===== config.mk =====
export PLATFORM = sky130hd
export DESIGN_NAME = tslru_cache
export DESIGN_NICKNAME = d
export VERILOG_FILES = /design/src/rtl/tslru_cache.sv
export SDC_FILE = /design/constraint.sdc
export NUM_CORES = 2
export LEC_CHECK = 0
export CAP_MARGIN = 20
export CELL_PAD_IN_SITES_DETAIL_PLACEMENT = 0
export CELL_PAD_IN_SITES_GLOBAL_PLACEMENT = 1
export CORE_MARGIN = 1.5
export CORE_UTILIZATION = 51
export DETAILED_ROUTE_END_ITERATION = 10
export GPL_TIMING_DRIVEN = 0
export MAX_ROUTING_LAYER = met4
export PLACE_DENSITY_LB_ADDON = 0.1
export SYNTH_ARGS = -nofsm -noshare
export SYNTH_HDL_FRONTEND = slang
export SYNTH_SLANG_ARGS = --single-unit

===== constraint.sdc =====
create_clock -name clk -period 10.1 [get_ports clk]
set_clock_uncertainty 0.15 [all_clocks]
set_input_delay 2.02 -clock clk [delete_from_list [all_inputs] [get_ports clk]]
set_output_delay 2.02 -clock clk [all_outputs]
set_load 0.01 [all_outputs]

===== src/rtl/tslru_cache.sv =====
module tslru_cache #(
  parameter int SETS = 4,
  parameter int WAYS = 3,
  parameter int BLK  = 2
) (
  input  logic        clk,
  input  logic        rst_n,
  input  logic        wb_mode,
  input  logic        wr_alloc,
  input  logic        req_valid,
  input  logic        req_write,
  input  logic [31:0] req_addr,
  input  logic [31:0] req_wdata,
  output logic        req_ready,
  output logic        resp_valid,
  output logic        resp_hit,
  output logic [31:0] resp_rdata,
  output logic        mem_valid,
  output logic        mem_write,
  output logic [31:0] mem_addr,
  output logic [31:0] mem_wdata,
  input  logic        mem_ready,
  input  logic [31:0] mem_rdata,
  output logic [31:0] hit_count,
  output logic [31:0] miss_count,
  output logic [31:0] memwr_count
);
  localparam int OB  = $clog2(BLK);
  localparam int IB  = $clog2(SETS);
  localparam int TB  = 32 - OB - IB;
  localparam int WIW = (WAYS > 1) ? $clog2(WAYS) : 1;

  typedef enum logic [2:0] {S_IDLE, S_LOOK, S_WB, S_FILL, S_WT, S_DONE} st_t;
  st_t st;

  logic          v_q [SETS][WAYS];
  logic          d_q [SETS][WAYS];
  logic [TB-1:0] t_q [SETS][WAYS];
  logic [31:0]   s_q [SETS][WAYS];
  logic [31:0]   m_q [SETS][WAYS][BLK];
  logic [31:0]   use_clk;

  logic          r_wr, r_miss;
  logic [31:0]   r_addr, r_wdata, r_rdata;
  logic [WIW-1:0] r_way;
  logic [OB-1:0] cnt;

  wire [IB-1:0] r_idx = r_addr[OB+:IB];
  wire [TB-1:0] r_tag = r_addr[31-:TB];
  wire [OB-1:0] r_off = r_addr[OB-1:0];
  wire          last  = (cnt == OB'(BLK - 1));

  logic           hit, found;
  logic [WIW-1:0] hway, vic;

  always_comb begin
    hit = 1'b0;
    hway = '0;
    for (int w = 0; w < WAYS; w++)
      if (v_q[r_idx][w] && t_q[r_idx][w] == r_tag) begin
        hit = 1'b1;
        hway = WIW'(w);
      end
  end

  always_comb begin
    found = 1'b0;
    vic = '0;
    for (int w = 0; w < WAYS; w++)
      if (!found && !v_q[r_idx][w]) begin
        found = 1'b1;
        vic = WIW'(w);
      end
    if (!found)
      for (int w = 1; w < WAYS; w++)
        if (s_q[r_idx][w] < s_q[r_idx][vic]) vic = WIW'(w);
  end

  function automatic logic [31:0] sat(input logic [31:0] x);
    return (x == 32'hFFFF_FFFF) ? x : x + 32'd1;
  endfunction

  assign req_ready  = (st == S_IDLE);
  assign resp_valid = (st == S_DONE);
  assign resp_hit   = !r_miss;
  assign resp_rdata = r_rdata;
  assign mem_valid  = (st == S_WB) || (st == S_FILL) || (st == S_WT);
  assign mem_write  = (st != S_FILL);
  assign mem_wdata  = (st == S_WB) ? m_q[r_idx][r_way][cnt] : r_wdata;

  always_comb begin
    case (st)
      S_WB:    mem_addr = {t_q[r_idx][r_way], r_idx, cnt};
      S_FILL:  mem_addr = {r_tag, r_idx, cnt};
      default: mem_addr = r_addr;
    endcase
  end

  always_ff @(posedge clk) begin
    if (!rst_n) begin
      st <= S_IDLE;
      use_clk <= '0;
      hit_count <= '0;
      miss_count <= '0;
      memwr_count <= '0;
      r_wr <= 1'b0;
      r_miss <= 1'b0;
      r_addr <= '0;
      r_wdata <= '0;
      r_rdata <= '0;
      r_way <= '0;
      cnt <= '0;
      for (int s = 0; s < SETS; s++)
        for (int w = 0; w < WAYS; w++) begin
          v_q[s][w] <= 1'b0;
          d_q[s][w] <= 1'b0;
          t_q[s][w] <= '0;
          s_q[s][w] <= '0;
        end
    end else begin
      case (st)
        S_IDLE: if (req_valid) begin
          r_wr <= req_write;
          r_addr <= req_addr;
          r_wdata <= req_wdata;
          r_miss <= 1'b0;
          st <= S_LOOK;
        end
        S_LOOK: if (hit) begin
          use_clk <= use_clk + 32'd1;
          s_q[r_idx][hway] <= use_clk + 32'd1;
          if (!r_miss) hit_count <= sat(hit_count);
          if (!r_wr) begin
            r_rdata <= m_q[r_idx][hway][r_off];
            st <= S_DONE;
          end else if (wb_mode) begin
            d_q[r_idx][hway] <= 1'b1;
            st <= S_DONE;
          end else st <= S_WT;
        end else begin
          miss_count <= sat(miss_count);
          r_miss <= 1'b1;
          cnt <= '0;
          if (r_wr && !wr_alloc) st <= S_WT;
          else begin
            r_way <= vic;
            st <= (v_q[r_idx][vic] && d_q[r_idx][vic]) ? S_WB : S_FILL;
          end
        end
        S_WB: if (mem_ready) begin
          memwr_count <= sat(memwr_count);
          cnt <= cnt + 1'b1;
          if (last) st <= S_FILL;
        end
        S_FILL: if (mem_ready) begin
          cnt <= cnt + 1'b1;
          if (last) begin
            v_q[r_idx][r_way] <= 1'b1;
            d_q[r_idx][r_way] <= 1'b0;
            t_q[r_idx][r_way] <= r_tag;
            st <= S_LOOK;
          end
        end
        S_WT: if (mem_ready) begin
          memwr_count <= sat(memwr_count);
          st <= S_DONE;
        end
        default: st <= S_IDLE;
      endcase
    end
  end

  always_ff @(posedge clk) begin
    if (st == S_FILL && mem_ready) m_q[r_idx][r_way][cnt] <= mem_rdata;
    else if (st == S_LOOK && hit && r_wr) m_q[r_idx][hway][r_off] <= r_wdata;
  end
endmodule


# After elaboration in Yosys (flattened, before gate mapping)
# Memory sizes are Yosys's and may differ from the RTL's. A register that Yosys moved wholly into a read port is not among the register bits.
# Cells that the tools add are included.
# Widths: inputs -> output; s select.
word_totals:
  latchBits: 0
  ramBits: 1524
  ff_bits: 232
  rom_bits: 0
  n_memories: 5
op_classes:
  n_div: 0
  shifts: 0
  muxes: 316
  n_lt_le_gt_ge: 13
  reduce_logical: 40
  multipliers: 0
  bitwise_logic: 209
  n_addsub: 5
  n_eq_ne: 20
memory_table:
  columns: ["memory", "depth", "word_bits", "read_ports", "rd_clocked_by_memory_dff", "wr", "line", "text"]
  rows:
  - ["m_q", 4, 192, 1, 1, 1, "40", "logic [31:0] m_q [SETS][WAYS][BLK];"]
  - ["s_q", 4, 96, 1, 1, 4, "39", "logic [31:0] s_q [SETS][WAYS];"]
  - ["t_q", 4, 87, 1, 1, 4, "38", "logic [TB-1:0] t_q [SETS][WAYS];"]
  - ["d_q", 4, 3, 1, 1, 4, "37", "logic d_q [SETS][WAYS];"]
  - ["v_q", 4, 3, 1, 1, 4, "36", "logic v_q [SETS][WAYS];"]
op_table:
  columns: ["cell", "count"]
  rows:
  - ["$mux 32", 14]
  - ["$mux 192", 2]
  - ["$mux 64", 6]
  - ["$mux 96", 3]
  - ["$mux 87", 3]
  - ["$bmux 64 s2", 2]
  - ["$demux 64 s2", 2]
  - ["$mux 1", 232]
  - ["$or 1x1->1", 195]
  - ["$add 32x1->32 const B", 4]
  - ["$bmux 32 s2", 2]
  - ["$eq 32x32->1 const B", 3]
  - ["$reduce_or 96->1", 1]
  - ["$eq 29x29->1", 3]
  - ["$mux 29", 3]
  - ["$reduce_or 87->1", 1]
  - ["$demux 32 s1", 2]
  - ["$demux 32 s2", 1]
  - ["$lt 32x32->1", 2]
  - ["$pmux 32 s2", 1]
  - ["$bmux 29 s2", 1]
  - ["$demux 29 s2", 1]
  - ["$mux 3", 14]
  - ["$mux 2", 20]
  - ["other kinds (29)", 85]

# Logic depth before layout (Yosys ltp)
depth:
  ltp_word: 29
  ltp_mapped: 33

# Worst setup path after synthesis
# OpenSTA, ideal clock, no wires.
synth_path:
  kind: "register -> register"
  startpoint: "reg (tool-made name)"
  endpoint: "reg st[0]"
  arrival_time_ns: 7.407
  path_slack_ns: 2.465
  path_stages_with_launch: 33
  cell_sequence: "dfxtp_1 > buf_6 > buf_6 > buf_6 > buf_6 > buf_2 > buf_1 > buf_1 > buf_1 > mux4_2 > nand2_1 > a21oi_1 > a21oi_1 > ha_1 > nand4_1 > nor4_1 > o221ai_1 > nor3_1 > o31a_1 > clkbuf_1 > buf_1 > nand3_1 > o21ai_0 > ha_1 > a21o_1 > a21oi_1 > o21ai_0 > a2111oi_0 > o22ai_1 > nor4_1 > o31a_1 > mux2_2 > o211ai_1"
synth_rtl:
  columns: ["element", "line", "text"]
  rows:
  - ["end signal, assigned", "147", "st <= (v_q[r_idx][vic] && d_q[r_idx][vic]) ? S_WB : S_FILL;"]
  - ["end, declared", "34", "st_t st;"]

==> flow_summary_export.csv <==
group,metric,value,unit
critical_path,critPathRequiredTime,10610,ps
die,die_area,160000,um2
clock_network,cts_hold_buf,0,
power,power_frac_comb,0.193,
logic_synthesis,syn-cell-area,80200,um2
placement,port_buffers,298,
placement,place_hpwl,200000,um
logic_synthesis,synth_area_per_cell,13.7,um2
critical_path,critPathMaxFanout,19,
route,wl_per_cell,31.4,um
grt,grt_pass1_vias,53800,
placement,dpl.cell_count,8321,
sta,worst_slew_pin_slew,1250,ps
critical_path,endpoint_kind,"flop",
die,rows,145,
grt,antenna_found_initial,14,
die,io_pins,300,
finish,design_area,94000,um2
finish,nFillCells,12200,
sta,slew_viol_final,0,
clock_network,cts-buffers-inserted,183,
finish,final_nets,6619,
clock_network,clock-sinks,1758,
logic_synthesis,synth_warnings,0,
critical_path,criticalPathCategory,"flop to flop",
route,wl_met2,129000,um
clock_network,clk_pin_slew,60,ps
logic_synthesis,synth-edff-count,1511,
placement,gp_congestion,0.934,
sta,finalHoldViolCount,0,
route,ant_nets,0,
die,die_h,400,um
grt,track_usage,0.349,
sta,period_needed,9920,ps
critical_path,cpPeakStageDelay,590,ps
clock_network,clk_latency,810,ps
die,start_util,0.514,
route,drt_wl_total,272000,um
sta,rsz0062_at_grt,"true",
worst_hold_path,hp-class,"flop to flop",
finish,drive_above_1_share,0.167,
logic_synthesis,syn_inst,5878,
route,vias_per_cell,6.35,
logic_synthesis,synthArstFlopShare,0,
power,p_per_area,195,nW/um2
critical_path,cpMostUsedCell,"buf_2",
sta,finalSetupViolations,0,
finish,fin_cells,8670,
run_status,status,"finished, final reports clean",
logic_synthesis,synth_cell_types,71,
clock_network,cts_root_buffer,"clkbuf_16",
clock_network,cts.path.max_buffers,3,
critical_path,critPathLaunchType,"flop",
die,coreArea,156000,um2
power,peakVddDrop,182,uV
grt,grt-ovfl-total,0,
route,dr.first_iter.drc_count,6941,
logic_synthesis,syn_nets,6047,
die,die_w,400,um
clock_network,post_cts_buffers,0,
route,route.met3.wl,27800,um
route,drcViolationCount,0,
power,p_clk_frac,0.362,
flow_run,cap_violations,0,
power,p_leak,0.0317,uW
clock_network,htree_levels,4,
clock_network,cts_tree,"done",
route,maxUsedRoutingLayer,"met4",
sta,fmaxAchievable,0.101,GHz
critical_path,worst-path-buf-inv,9,
logic_synthesis,ys.flop_type,"edfxtp_1",
logic_synthesis,yosysSeqAreaShare,0.627,
logic_synthesis,yosys_register_bits,1758,
critical_path,critPathArrivalTime,10430,ps
power,p_seq_frac,0.445,
power,p_sw,5300,uW
critical_path,slowest_stage,"nor4_1",
route,drt-met1-wl,106000,um
sta,max_slew_margin,0.168,
critical_path,crit_family,"buffers and inverters",
finish,area_delta_synth_final,17.1,%
sta,fin_tns_setup,0,ps
grt,grt_max_degree,33,
placement,post_dp_cell_area,87900,um2
power,switching_share,0.289,
route,vias,55000,
route,firstDrtPassIters,7,
sta,period_share,0.982,
power,p_int,13000,uW
grt,grt_pass1_wl,383000,um
## synthesized netlist by cell type (7+ instances only)
cell      count  area share
edfxtp_1   1511        0.57
nor2_1      648       0.030
nand2_1     535       0.025
clkbuf_1    400       0.019
mux4_2      378        0.11
and3_1      375       0.029
dfxtp_1     247       0.062
a21oi_1     243       0.015
o21ai_0     235       0.015
mux2_2      227       0.032
xnor2_1     149       0.016
mux2i_1      87       0.011
nand3_1      85      0.0053
nand4_1      77      0.0060
a211oi_1     75      0.0070
buf_1        73      0.0034
ha_1         66       0.010
xor2_1       55      0.0060
a31oi_1      33      0.0026
a32oi_1      33      0.0036
a221o_1      32      0.0040
nor3_1       29      0.0018
inv_1        26      0.0012
and2_1       24      0.0019
nor4_1       24      0.0019
buf_2        23      0.0014
or3_1        21      0.0016
nand2b_1     20      0.0016
and4_1       17      0.0019
nor2b_1      11     0.00086
a222oi_1     10      0.0012
or2_2         9     0.00070
a21o_1        8     0.00075
buf_6         7     0.00098
nor3b_1       7     0.00065
## flip-flops by register name, indices dropped and copies added (netlist names), named ones only
name and count:
t_q 348, r_miss 1, r_addr 32, st 3
miss_count 32, resp_rdata 32, r_way 2, d_q 12
use_clk 32, m_q 768, s_q 384, cnt 1
r_wdata 32, r_wr 1, memwr_count 32, hit_count 32
v_q 12
## layout by cell type, fill, tap and decap left out, types with 85 or more instances in the layout
master           instances
mux2i_1                 87
xnor2_1                149
nand2_1                521
dfxtp_1                246
clkbuf_16              185
nand3_1                 85
clkdlybuf4s50_1        298
mux2_2                 227
mux4_2                 378
and3_1                 375
clkbuf_1               440
a21oi_1                243
edfxtp_1              1511
nor2_1                 623
o21ai_0                225
## cell type report
type | instances | area [um2] | share of cell area
Clock inverter | 81 | 737 | 0.00784
Inverter | 29 | 109 | 0.00116
Antenna cell | 6 | 15.0 | 0.000160
Timing Repair Buffer | 392 | 4840 | 0.0515
Sequential cell | 1758 | 50300 | 0.535
Multi-Input combinational cell | 3583 | 28200 | 0.300
Tap cell | 2058 | 2570 | 0.0274
Clock buffer | 260 | 5100 | 0.0543
Buffer | 503 | 2060 | 0.0219
## cell families (layout without fill, tap and decap cells)
logic type	after synthesis	in the layout	share of synthesized area
buffers and inverters	537	1265	0.0264
and+or+nand+nor	1907	1907	0.112
adders and majority gates	66	66	0.0103
other	0	6	0
AOI/OAI and AO/OA	714	714	0.0536
DFF	1758	1758	0.627
muxes	692	692	0.149
xor gates and xnor gates	204	204	0.0223
## power by group through the flow
stage	clock (uW)	sequential (uW)	combinational [uW]
after global routing	6950	8160	3700
after global placement	0	8300	3300
after detailed placement	0	8300	3430
after floorplan	0	8260	1890
final	6640	8150	3530
after CTS	6670	8150	3460
## tightest hold or removal path: stages (launching register included)
cell and delay (ps):
dfxtp_1 310, nand2_1 50, nand2_1 40
## metal layers
layer	vias up	global-route usage
met1	28200	0.460
met5	-	-
met2	2913	0.540
li1	23500	-
met4	0	0.115
met3	497	0.0785
## timing repair
action | 4_1_cts | 5_1_grt
endpoints found under the setup margin | 5 | 3
endpoints found under the hold margin | 0 | 0
gates resized for setup | 35 | 18
cloned | 0 | 0
## path summary, 6_finish.rpt
check / startpoint / endpoint / slack, ps / depth (start not counted)
setup / recovery: flop / r_way[0] / 180 / 29
hold / removal: v_q[0][2] / v_q[0][2] / 300 / 2
setup reg to reg: flop / r_way[0] / 180 / 29
hold reg to reg: v_q[0][2] / v_q[0][2] / 300 / 2
## per-stage QoR
| stage | worst slack [ps] | hold WS, ps | utilization | power, uW |
|---|---|---|---|---|
| finish | 179 | 301 | 0.602 | 18300 |
| CTS | 54.7 | 296 | 0.601 | 18300 |
| global route | -56.4 | 341 | 0.602 | 18800 |
| global placement | -3340 | 280 | 0.549 | 11600 |
| detailed placement | -3370 | 285 | 0.563 | 11700 |
| floorplan | 2460 | 268 | - | 10100 |
(Power assumes the default switching activity.)
